$ cat config.mk
export PLATFORM = sky130hd
export DESIGN_NAME = pip_compositor
export DESIGN_NICKNAME = d
export VERILOG_FILES = /design/src/rtl/pip_pkg.sv /design/src/rtl/pip_win_bank.sv /design/src/rtl/pip_win_match.sv /design/src/rtl/pip_mix.sv /design/src/rtl/pip_compositor.sv
export SDC_FILE = /design/constraint.sdc
export NUM_CORES = 2
export LEC_CHECK = 0
export ABC_AREA = 1
export BUFFER_PORTS_ARGS = -buffer_cell sky130_fd_sc_hd__buf_4
export CAP_MARGIN = 20
export CORE_MARGIN = 5
export CORE_UTILIZATION = 55
export DETAILED_ROUTE_END_ITERATION = 10
export PLACE_DENSITY = 0.72
export SYNTH_ARGS = -nofsm -noshare
export SYNTH_HDL_FRONTEND = slang
export SYNTH_SLANG_ARGS = --single-unit
$ cat constraint.sdc
create_clock -name clk -period 4.95 [get_ports clk]
set_input_delay 0.7425 -clock clk [delete_from_list [all_inputs] [get_ports clk]]
set_output_delay 0.7425 -clock clk [all_outputs]
set_load 0.01 [all_outputs]
$ cat src/rtl/pip_pkg.sv
`timescale 1ns/1ps
package pip_pkg;
  // Widest coordinate the compare functions handle; XW and YW must not exceed it.
  localparam int CW = 16;

  // Source chosen for one output pixel.
  typedef enum logic [1:0] {
    SRC_BLANK = 2'd0,
    SRC_BACK  = 2'd1,
    SRC_OVL   = 2'd2,
    SRC_FILL  = 2'd3
  } pix_src_e;

  // Clear the two low bits so a coordinate lands on the 4-pixel grid.
  function automatic logic [CW-1:0] snap4(input logic [CW-1:0] v);
    return {v[CW-1:2], 2'b00};
  endfunction

  // True when position p lies in the grid-aligned span [org, org+len).
  function automatic logic in_span(input logic [CW-1:0] p,
                                   input logic [CW-1:0] org,
                                   input logic [CW-1:0] len);
    logic [CW:0] lo;
    logic [CW:0] hi;
    lo = {1'b0, snap4(org)};
    hi = lo + {1'b0, snap4(len)};
    return ({1'b0, p} >= lo) && ({1'b0, p} < hi);
  endfunction
endpackage

$ cat src/rtl/pip_win_bank.sv
`timescale 1ns/1ps
// Shadow and working copies of the window configuration.
module pip_win_bank #(
  parameter int NWIN = 16,
  parameter int XW   = 12,
  parameter int YW   = 12,
  parameter int PW   = 24,
  parameter int IW   = $clog2(NWIN)
) (
  input  logic                      clk,
  input  logic                      rst,
  input  logic                      vs_in,
  input  logic                      cfg_we,
  input  logic [IW-1:0]             cfg_idx,
  input  logic [XW-1:0]             cfg_x,
  input  logic [YW-1:0]             cfg_y,
  input  logic [XW-1:0]             cfg_w,
  input  logic [YW-1:0]             cfg_h,
  input  logic [NWIN-1:0]           cfg_en,
  input  logic [IW-1:0]             cfg_live,
  input  logic                      cfg_swap,
  input  logic [PW-1:0]             cfg_fill,
  output logic [NWIN-1:0][XW-1:0]   wk_x,
  output logic [NWIN-1:0][YW-1:0]   wk_y,
  output logic [NWIN-1:0][XW-1:0]   wk_w,
  output logic [NWIN-1:0][YW-1:0]   wk_h,
  output logic [NWIN-1:0]           wk_en,
  output logic [IW-1:0]             wk_live,
  output logic                      wk_swap,
  output logic [PW-1:0]             wk_fill,
  output logic                      vs_rise
);
  logic vs_q;

  always_ff @(posedge clk) begin
    if (rst) vs_q <= 1'b0;
    else     vs_q <= vs_in;
  end

  assign vs_rise = vs_in & ~vs_q;

  for (genvar i = 0; i < NWIN; i++) begin : g_win
    logic [XW-1:0] sh_x, sh_w;
    logic [YW-1:0] sh_y, sh_h;
    logic          sel;

    assign sel = cfg_we && (cfg_idx == IW'(i));

    always_ff @(posedge clk) begin
      if (rst) begin
        sh_x <= '0; sh_y <= '0; sh_w <= '0; sh_h <= '0;
      end else if (sel) begin
        sh_x <= cfg_x; sh_y <= cfg_y; sh_w <= cfg_w; sh_h <= cfg_h;
      end
    end

    always_ff @(posedge clk) begin
      if (rst) begin
        wk_x[i] <= '0; wk_y[i] <= '0; wk_w[i] <= '0; wk_h[i] <= '0;
      end else if (vs_rise) begin
        wk_x[i] <= sh_x; wk_y[i] <= sh_y; wk_w[i] <= sh_w; wk_h[i] <= sh_h;
      end
    end
  end

  always_ff @(posedge clk) begin
    if (rst) begin
      wk_en   <= '0;
      wk_live <= '0;
      wk_swap <= 1'b0;
      wk_fill <= '0;
    end else if (vs_rise) begin
      wk_en   <= cfg_en;
      wk_live <= cfg_live;
      wk_swap <= cfg_swap;
      wk_fill <= cfg_fill;
    end
  end
endmodule

$ cat src/rtl/pip_win_match.sv
`timescale 1ns/1ps
// Per-window hit test and lowest-index priority pick.
module pip_win_match
  import pip_pkg::*;
#(
  parameter int NWIN = 16,
  parameter int XW   = 12,
  parameter int YW   = 12,
  parameter int IW   = $clog2(NWIN)
) (
  input  logic [XW-1:0]           x_in,
  input  logic [YW-1:0]           y_in,
  input  logic [NWIN-1:0][XW-1:0] wk_x,
  input  logic [NWIN-1:0][YW-1:0] wk_y,
  input  logic [NWIN-1:0][XW-1:0] wk_w,
  input  logic [NWIN-1:0][YW-1:0] wk_h,
  input  logic [NWIN-1:0]         wk_en,
  output logic [NWIN-1:0]         hit,
  output logic [NWIN-1:0]         grant,
  output logic                    win_any,
  output logic [IW-1:0]           win_idx
);
  for (genvar i = 0; i < NWIN; i++) begin : g_hit
    assign hit[i] = wk_en[i]
                 && in_span(CW'(x_in), CW'(wk_x[i]), CW'(wk_w[i]))
                 && in_span(CW'(y_in), CW'(wk_y[i]), CW'(wk_h[i]));
  end

  always_comb begin
    win_any = 1'b0;
    win_idx = '0;
    for (int i = NWIN - 1; i >= 0; i--) begin
      if (hit[i]) begin
        win_any = 1'b1;
        win_idx = IW'(i);
      end
    end
  end

  assign grant = win_any ? (NWIN'(1) << win_idx) : '0;
endmodule

$ cat src/rtl/pip_mix.sv
`timescale 1ns/1ps
// Two-stage output path: stage 1 classifies, stage 2 selects the pixel.
module pip_mix
  import pip_pkg::*;
#(
  parameter int PW = 24,
  parameter int IW = 4
) (
  input  logic          clk,
  input  logic          rst,
  input  logic          de_in,
  input  logic          hs_in,
  input  logic          vs_in,
  input  logic [PW-1:0] main_pix,
  input  logic [PW-1:0] vid_pix,
  input  logic          swap,
  input  logic [PW-1:0] fill,
  input  logic          win_any,
  input  logic [IW-1:0] win_idx,
  input  logic [IW-1:0] live,
  output logic [PW-1:0] pix_out,
  output logic          de_out,
  output logic          hs_out,
  output logic          vs_out
);
  pix_src_e      src_d, s1_src;
  logic [PW-1:0] s1_bg, s1_ov, s1_fill;
  logic          s1_de, s1_hs, s1_vs;
  logic [PW-1:0] pix_d;

  always_comb begin
    if (!de_in)                src_d = SRC_BLANK;
    else if (!win_any)         src_d = SRC_BACK;
    else if (win_idx == live)  src_d = SRC_OVL;
    else                       src_d = SRC_FILL;
  end

  always_ff @(posedge clk) begin
    if (rst) begin
      s1_src <= SRC_BLANK;
      s1_bg  <= '0; s1_ov <= '0; s1_fill <= '0;
      s1_de  <= 1'b0; s1_hs <= 1'b0; s1_vs <= 1'b0;
    end else begin
      s1_src  <= src_d;
      s1_bg   <= swap ? vid_pix  : main_pix;
      s1_ov   <= swap ? main_pix : vid_pix;
      s1_fill <= fill;
      s1_de   <= de_in; s1_hs <= hs_in; s1_vs <= vs_in;
    end
  end

  always_comb begin
    case (s1_src)
      SRC_BACK: pix_d = s1_bg;
      SRC_OVL:  pix_d = s1_ov;
      SRC_FILL: pix_d = s1_fill;
      default:  pix_d = '0;
    endcase
  end

  always_ff @(posedge clk) begin
    if (rst) begin
      pix_out <= '0; de_out <= 1'b0; hs_out <= 1'b0; vs_out <= 1'b0;
    end else begin
      pix_out <= pix_d; de_out <= s1_de; hs_out <= s1_hs; vs_out <= s1_vs;
    end
  end
endmodule

$ cat src/rtl/pip_compositor.sv
`timescale 1ns/1ps
module pip_compositor #(
  parameter int NWIN = 16,
  parameter int XW   = 12,
  parameter int YW   = 12,
  parameter int PW   = 24,
  parameter int IW   = $clog2(NWIN)
) (
  input  logic            clk,
  input  logic            rst,
  input  logic [XW-1:0]   x_in,
  input  logic [YW-1:0]   y_in,
  input  logic            de_in,
  input  logic            hs_in,
  input  logic            vs_in,
  input  logic [PW-1:0]   main_pix,
  input  logic [PW-1:0]   vid_pix,
  input  logic            cfg_we,
  input  logic [IW-1:0]   cfg_idx,
  input  logic [XW-1:0]   cfg_x,
  input  logic [YW-1:0]   cfg_y,
  input  logic [XW-1:0]   cfg_w,
  input  logic [YW-1:0]   cfg_h,
  input  logic [NWIN-1:0] cfg_en,
  input  logic [IW-1:0]   cfg_live,
  input  logic            cfg_swap,
  input  logic [PW-1:0]   cfg_fill,
  output logic [PW-1:0]   pix_out,
  output logic            de_out,
  output logic            hs_out,
  output logic            vs_out
);
  logic [NWIN-1:0][XW-1:0] wk_x, wk_w;
  logic [NWIN-1:0][YW-1:0] wk_y, wk_h;
  logic [NWIN-1:0]         wk_en;
  logic [IW-1:0]           wk_live;
  logic                    wk_swap;
  logic [PW-1:0]           wk_fill;
  logic                    vs_rise;
  logic [NWIN-1:0]         hit, grant;
  logic                    win_any;
  logic [IW-1:0]           win_idx;

  pip_win_bank #(.NWIN(NWIN), .XW(XW), .YW(YW), .PW(PW), .IW(IW)) u_bank (
    .clk(clk), .rst(rst), .vs_in(vs_in),
    .cfg_we(cfg_we), .cfg_idx(cfg_idx), .cfg_x(cfg_x), .cfg_y(cfg_y),
    .cfg_w(cfg_w), .cfg_h(cfg_h), .cfg_en(cfg_en), .cfg_live(cfg_live),
    .cfg_swap(cfg_swap), .cfg_fill(cfg_fill),
    .wk_x(wk_x), .wk_y(wk_y), .wk_w(wk_w), .wk_h(wk_h), .wk_en(wk_en),
    .wk_live(wk_live), .wk_swap(wk_swap), .wk_fill(wk_fill), .vs_rise(vs_rise)
  );

  pip_win_match #(.NWIN(NWIN), .XW(XW), .YW(YW), .IW(IW)) u_match (
    .x_in(x_in), .y_in(y_in),
    .wk_x(wk_x), .wk_y(wk_y), .wk_w(wk_w), .wk_h(wk_h), .wk_en(wk_en),
    .hit(hit), .grant(grant), .win_any(win_any), .win_idx(win_idx)
  );

  pip_mix #(.PW(PW), .IW(IW)) u_mix (
    .clk(clk), .rst(rst), .de_in(de_in), .hs_in(hs_in), .vs_in(vs_in),
    .main_pix(main_pix), .vid_pix(vid_pix), .swap(wk_swap), .fill(wk_fill),
    .win_any(win_any), .win_idx(win_idx), .live(wk_live),
    .pix_out(pix_out), .de_out(de_out), .hs_out(hs_out), .vs_out(vs_out)
  );
endmodule

-- After elaboration in Yosys (flattened, before gate mapping)
Cells that the tools add are included.
- register bits after elaboration: 1685
- bits in latches: 0
- RAM bits: 0
- ROM bits: 0
- input port bits: 175
- output and inout port bits: 27
- word-level logic and storage cells: 383
- memories: 0
- add/subtract/negate cells: 32
- $mul: 0
- div/mod/pow operators: 0
- magnitude comparators: 64
- equality and inequality tests: 19
- shift-type cells: 0
- multiplexer cells: 37
- bitwise gates (word level): 4
- reductions and logical operators: 83
- operators with widths (kind ; number):
    < comparator 12 x 17 -> 1 bit ; 32
    adder 12 x 12 -> 13 bit ; 32
    greater-or-equal comparator 12 bit ; 32
    logical AND 1 bit ; 80
    case mux 24 bit (3 select lines) ; 1
    two-way mux 4 bit ; 16
    two-way mux 24 bit ; 2
    equality test 4 bit (second input constant) ; 8
    two-way mux 1 bit ; 18
    equality test 4 x 3 -> 1 bit (second input constant) ; 4
    equality test 4 x 2 -> 1 bit (second input constant) ; 2
    equality test 2 bit (second input constant) ; 2
    equality test 4 x 1 -> 1 bit (second input constant) ; 1
    equality test 4 bit ; 1
    zero test 4 bit ; 1
    inverter 1 bit ; 3
    OR reduction 3 bit ; 1
    equality test 2 x 1 -> 1 bit (second input constant) ; 1
    OR reduction 2 bit ; 1
    bitwise AND 1 bit ; 1

-- Logic depth before layout (Yosys ltp)
- depth after elaboration: 24
- mapped depth: 38
- mapped depth without buffers: 38

-- Hierarchy
From an unflattened synthesis, not the netlist that was laid out.
- cell total of the unflattened synthesis: 12187
- area total of the unflattened synthesis: 87641.6 um2
- modules (own cells, without submodules) (module ; instances ; cells an instance ; area an instance (um2) ; seq. area each (um2)):
    pip_win_bank ; 1 ; 7807 ; 57022.2 ; 31670.4
    pip_win_match ; 1 ; 3870 ; 26785.7 ; 0.0
    pip_mix ; 1 ; 510 ; 3833.7 ; 2082.0

-- Worst setup path after synthesis
OpenSTA, ideal clock, no wires.
- kind: register to register
- from: reg u_bank.wk_h[160] (netlist bit)
- to: reg u_mix.s1_src[0]
- setup time: 0.109 ns
- data arrival time: 3.350 ns
- data required time: 4.841 ns
- path slack: 1.492 ns
- cell stages (with the launch flop): 37
- path buffers: 0
- period minus slack after synthesis: 3.458 ns
- path through: dfxtp_1 -> ha_1 -> inv_1 -> o21bai_1 -> a21oi_1 -> o21bai_1 -> a21oi_1 -> o21ai_0 -> nand2_1 -> nand2_1 -> a21oi_1 -> xor2_1 -> ha_1 -> a21oi_1 -> nand2_1 -> nand4_1 -> nand3_1 -> nor2_1 -> nand3_1 -> nand2_1 -> nand2_1 -> nand2_1 -> nand2_1 -> nand2_1 -> nand2_1 -> nand2_1 -> nand2_1 -> nand2_1 -> nand2_1 -> nand2_1 -> nand2_1 -> nand2_1 -> nand2_1 -> nand2_1 -> nand3_1 -> nand2_1 -> inv_1
- cells in the longest elaborated chain, start to end: 21
- ends and longest elaborated chain (item ; RTL line ; RTL):
    from (decl) ; pip_win_bank.sv:26 ; output logic [NWIN-1:0][YW-1:0] wk_h,
    from (signal, indexed assignment) ; pip_win_bank.sv:59 ; wk_x[i] <= '0; wk_y[i] <= '0; wk_w[i] <= '0; wk_h[i] <= '0;
    from (signal, indexed assignment) ; pip_win_bank.sv:61 ; wk_x[i] <= sh_x; wk_y[i] <= sh_y; wk_w[i] <= sh_w; wk_h[i] <= sh_h;
    adder 12 x 12 -> 13 bit (*) ; pip_pkg.sv:26 ; hi = lo + {1'b0, snap4(len)};
    < comparator 12 x 17 -> 1 bit (*) ; pip_pkg.sv:27 ; return ({1'b0, p} >= lo) && ({1'b0, p} < hi);
    logical AND 1 bit (*) ; pip_pkg.sv:27 ;
    logical AND 1 bit (*) ; pip_win_match.sv:26 ; && in_span(CW'(y_in), CW'(wk_y[i]), CW'(wk_h[i]));
    two-way mux 4 bit (14 in a row) ; pip_win_match.sv:33 ; if (hit[i]) begin
    equality test 4 bit ; pip_mix.sv:34 ; else if (win_idx == live) src_d = SRC_OVL;
    two-way mux 1 bit ; pip_mix.sv:34 ;
    two-way mux 1 bit (*) ; pip_mix.sv:33 ; else if (!win_any) src_d = SRC_BACK;
    to (signal assigned) ; pip_mix.sv:44 ; s1_src <= src_d;
    to (decl) ; pip_mix.sv:26 ; pix_src_e src_d, s1_src;
Mark *: on every way between the ends. The rest lies on a longest branch, timed or not.
A chain may end at the register's enable or synchronous reset.

-- Worst setup path in the final report
- from: reg u_bank.wk_x[182] (netlist bit)
- to: reg u_mix.s1_src[0]
- cells in the longest elaborated chain, start to end: 24
- ends and longest elaborated chain (item ; RTL line ; RTL):
    from (decl) ; pip_win_bank.sv:23 ; output logic [NWIN-1:0][XW-1:0] wk_x,
    from (signal, indexed assignment) ; pip_win_bank.sv:59 ;
    from (signal, indexed assignment) ; pip_win_bank.sv:61 ;
    adder 12 x 12 -> 13 bit ; pip_pkg.sv:26 ;
    < comparator 12 x 17 -> 1 bit ; pip_pkg.sv:27 ;
    logical AND 1 bit (*) ; pip_pkg.sv:27 ;
    logical AND 1 bit (*) ; pip_win_match.sv:25 ; && in_span(CW'(x_in), CW'(wk_x[i]), CW'(wk_w[i]))
    logical AND 1 bit (*) ; pip_win_match.sv:26 ;
    two-way mux 4 bit (16 in a row) ; pip_win_match.sv:33 ;
    equality test 4 bit ; pip_mix.sv:34 ;
    two-way mux 1 bit ; pip_mix.sv:34 ;
    two-way mux 1 bit (*) ; pip_mix.sv:33 ;
Marked as above.

==> impl_metrics.env <==
export IMPL_worst_setup_path_type="reg -> reg"
export IMPL_swShare_pct=28.6
export IMPL_crit_path_top_delay_cell="fa_1"
export IMPL_grt_usage_pct=30.4
export IMPL_path_max_fanout=3
export IMPL_seq_power_share_pct=42.5
export IMPL_dieArea_mm2=0.145
export IMPL_ios=202
export IMPL_wl_mm=228
export IMPL_grt_start_max_net_pins=184
export IMPL_clock_fmax_mhz=238
export IMPL_fillers=12037
export IMPL_finalSetupViolCount=0
export IMPL_antenna_left=0
export IMPL_p_int_w=0.0207
export IMPL_synth_fa_ha_area_share_pct=16.2
export IMPL_syn_cell_area_mm2=0.0754
export IMPL_placed_cell_area_mm2=0.0784
export IMPL_coreArea_mm2=0.136
export IMPL_relSlewSlack_pct=29.3
export IMPL_leakage_nw=38.0
export IMPL_numCtsBuffers=156
export IMPL_comb_power_share_pct=16.1
export IMPL_grt_pass1_wl_mm=353
export IMPL_fin_nets=11107
export IMPL_placementRows=135
export IMPL_skew_ps=20.0
export IMPL_h_tree_depth=4
export IMPL_powerDensity_mw_per_mm2=347
export IMPL_synthCells=9996
export IMPL_grt_overflow=0
export IMPL_fp_dieW_um=380
export IMPL_rsz0062_at_grt="false"
export IMPL_fin_ws_ps=743
export IMPL_synth_top_flop_cell="dfxtp_1"
export IMPL_dpl_worst_slack_ps=782
export IMPL_antenna_found_initial=7
export IMPL_drv_cap=0
export IMPL_max_slew_worst_pin_slew_ps=1060
export IMPL_synth_xor_xnor_area_share_pct=2.96
export IMPL_avgSynthCellArea_um2=7.55
export IMPL_max_stage_delay_ps=430
export IMPL_cp_start_kind="flop"
export IMPL_synthMuxAreaShare_pct=0
export IMPL_routedWlPerCell_um=19.2
export IMPL_num_vias=67574
export IMPL_clk_latency_ps=810
export IMPL_vias_per_cell=5.69
export IMPL_clkPwrFrac_pct=41.3
export IMPL_synth_edff_count=0
export IMPL_cts_resized=0
export IMPL_clk_pin_slew_ps=60
export IMPL_final_setup_tns_ps=0
export IMPL_post_cts_buffers=0
export IMPL_cts_root_buffer_cell="clkbuf_16"
export IMPL_drv_slew=0
export IMPL_dpl_hpwl_mm=145
export IMPL_yosysWarnings=0
export IMPL_syn_nets=11131
export IMPL_synthArstFlopShare_pct=0
export IMPL_min_path_type="in -> reg"
export IMPL_instances_no_fill=11879
export IMPL_start_util_pct=55.5
export IMPL_synth_cell_type_count=55
export IMPL_multi_input_area_mm2=0.0418
export IMPL_period_minus_slack_ps=4210
export IMPL_syn2layout_area_growth_pct=10.9
export IMPL_grt_pass1_vias=63608
export IMPL_cp_arrival_ps=4900
export IMPL_switchingPower_w=0.00830
export IMPL_io_buffer_count=193
export IMPL_place_gp_congestion=0.893
export IMPL_synth_compound_area_share_pct=18.4
export IMPL_crit_top_cell="nand2_1"
export IMPL_synth_seq_cells=1429
export IMPL_seqCellArea_mm2=0.0286
export IMPL_cts_buffer_depth=3
export IMPL_finalInstanceArea_mm2=0.0837
export IMPL_status="finished clean"
export IMPL_synth_simple_area_share_pct=17.8
export IMPL_die_y_um=380
export IMPL_drtPass1Iterations=8
export IMPL_tritoncts="built"
export IMPL_fin_crit_sh_pct=85.0
export IMPL_whs_ps=153
export IMPL_drtIter0Drc=5965
export IMPL_vdd_drop_max_mv=0.312
export IMPL_dp_cells=11595
export IMPL_synth_top_family_by_area="compound AO/OA/AOI/OAI gates"
export IMPL_crit_required_ps=5640
export IMPL_drcViolationCount=0
export IMPL_hold_viol_final=0
export IMPL_end_kind="flop"
export IMPL_final_layout_size_suffix_gt1_share_pct=6.63
export IMPL_clock_sinks=1429
export IMPL_seq_area_frac_synth_pct=37.9
export IMPL_cts_hold_buf=0
==> path summary, 6_finish.rpt <==
| path | depth (start not counted) | slack, ps | endpoint | start |
|---|---|---|---|---|
| max | 33 | 740 | u_mix.s1_src[0]$_SDFF_PP0_ | u_bank.wk_x[182]$_SDFFE_PP0P_ |
| min reg2reg | 2 | 400 | u_mix.hs_out$_SDFF_PP0_ | u_mix.s1_hs$_SDFF_PP0_ |
| min | 3 | 150 | u_mix.s1_hs$_SDFF_PP0_ | hs_in |
| max reg2reg | 33 | 740 | u_mix.s1_src[0]$_SDFF_PP0_ | u_bank.wk_x[182]$_SDFFE_PP0P_ |
==> kinds of logic after synthesis <==
family                   after synthesis
buffers and inverters               1340
AO/OA/AOI/OAI                       2643
flip-flops                          1429
AND/OR/NAND/NOR                     3369
XOR/XNOR                             255
adder cells (fa/ha/maj)              960
==> synth_stat cells, types with 5 or more instances <==
cell,number,area (µm²)
a211oi_1,18,135
a21o_1,15,113
a21oi_1,896,4480
a31oi_1,10,62.6
clkbuf_1,490,1840
dfxtp_1,1429,28600
fa_1,32,641
ha_1,928,11600
inv_1,827,3100
inv_2,15,56.3
nand2_1,724,2720
nand2_2,12,75.1
nand3_1,154,771
nand3_2,7,70.1
nand3b_1,12,90.1
nand4_1,48,300
nor2_1,2296,8620
nor2_2,16,100
nor2_4,5,56.3
nor3_1,44,220
nor3_2,12,120
nor4_1,27,169
o2111ai_1,26,228
o211ai_1,47,353
o21a_1,9,67.6
o21ai_0,1469,7350
o21ai_1,34,170
o21bai_1,81,608
o22a_1,6,52.6
o22ai_1,7,43.8
o31ai_1,6,45.0
xnor2_1,93,815
xor2_1,162,1420
==> cell type report <==
| type | instances | area share, % |
|---|---|---|
| multi-input cells | 7227 | 50.0 |
| flip-flops and latches | 1429 | 34.2 |
| clock buffers | 214 | 5.34 |
| inverters | 845 | 3.81 |
| repair buffers | 313 | 3.03 |
| well taps | 1781 | 2.66 |
| clock inverters | 66 | 0.959 |
| diodes | 4 | 0.0120 |
==> power groups by stage <==
| stage | Clock, W | Sequential, W | Combinational [W] |
|---|---|---|---|
| after floorplan | 0 | 0.0125 | 0.00316 |
| after global placement | 0 | 0.0126 | 0.00442 |
| after detailed placement | 0 | 0.0126 | 0.00459 |
| after CTS | 0.0121 | 0.0123 | 0.00463 |
| after global routing | 0.0126 | 0.0124 | 0.00530 |
| final | 0.0120 | 0.0123 | 0.00468 |
==> metrics by stage <==
stage,util (%),power [W]
floorplan,-,0.0156
global placement,57.7,0.0170
detailed placement,57.7,0.0172
CTS,61.6,0.0291
global route,61.6,0.0303
finish,61.6,0.0290
==> placed cells by master (no fill, tap or decap), types with 8 or more instances in the layout <==
| cell type | count |
|---|---|
| nand2_1 | 724 |
| nor3_1 | 43 |
| nor2_1 | 2283 |
| inv_1 | 816 |
| clkbuf_1 | 26 |
| fa_1 | 32 |
| buf_4 | 298 |
| o21a_1 | 9 |
| nor3_2 | 13 |
| a21oi_1 | 896 |
| nand4_1 | 48 |
| xnor2_1 | 93 |
| a211oi_1 | 18 |
| nand3_1 | 153 |
| o21bai_1 | 81 |
| a21o_1 | 15 |
| nand3_2 | 8 |
| o21ai_0 | 1469 |
| buf_12 | 15 |
| nor4_1 | 27 |
| ha_1 | 928 |
| clkinv_2 | 28 |
| nand3b_1 | 12 |
| inv_2 | 19 |
| dfxtp_1 | 1429 |
| o211ai_1 | 47 |
| a31oi_1 | 10 |
| xor2_1 | 162 |
| o21ai_1 | 34 |
| bufinv_16 | 13 |
| nor2_2 | 28 |
| clkbuf_16 | 158 |
| clkbuf_8 | 30 |
| nand2_2 | 12 |
| clkinv_1 | 8 |
| o2111ai_1 | 26 |
==> layer usage <==
layer	wire, µm	up-vias	GRT usage (%)	part of all wire [%]
li1	-	33084	-	-
met1	98500	31822	40.2	43
met2	103000	2165	49.9	45
met3	16700	499	4.60	7.3
met4	10300	4	12.5	4.5
met5	31	-	0	0.014
==> worst max-delay path, delay by kind of cell (launching register included) <==
kind	cells	cell delay [ps]
compound gates	4	740
xor+xnor	1	190
fa+ha+maj	3	950
buf+inv	1	40
flops	1	330
simple gates	24	1850
==> registers in the layout (all words and copies together), names as in the netlist, 160 cells and up <==
name / flops
u_bank.g_win.sh_y: 160
u_bank.wk_w: 160
u_bank.wk_y: 160
u_bank.wk_h: 160
u_bank.g_win.sh_x: 160
u_bank.wk_x: 160
u_bank.g_win.sh_h: 160
u_bank.g_win.sh_w: 160
No activity file was read; power rests on OpenSTA's default activity.
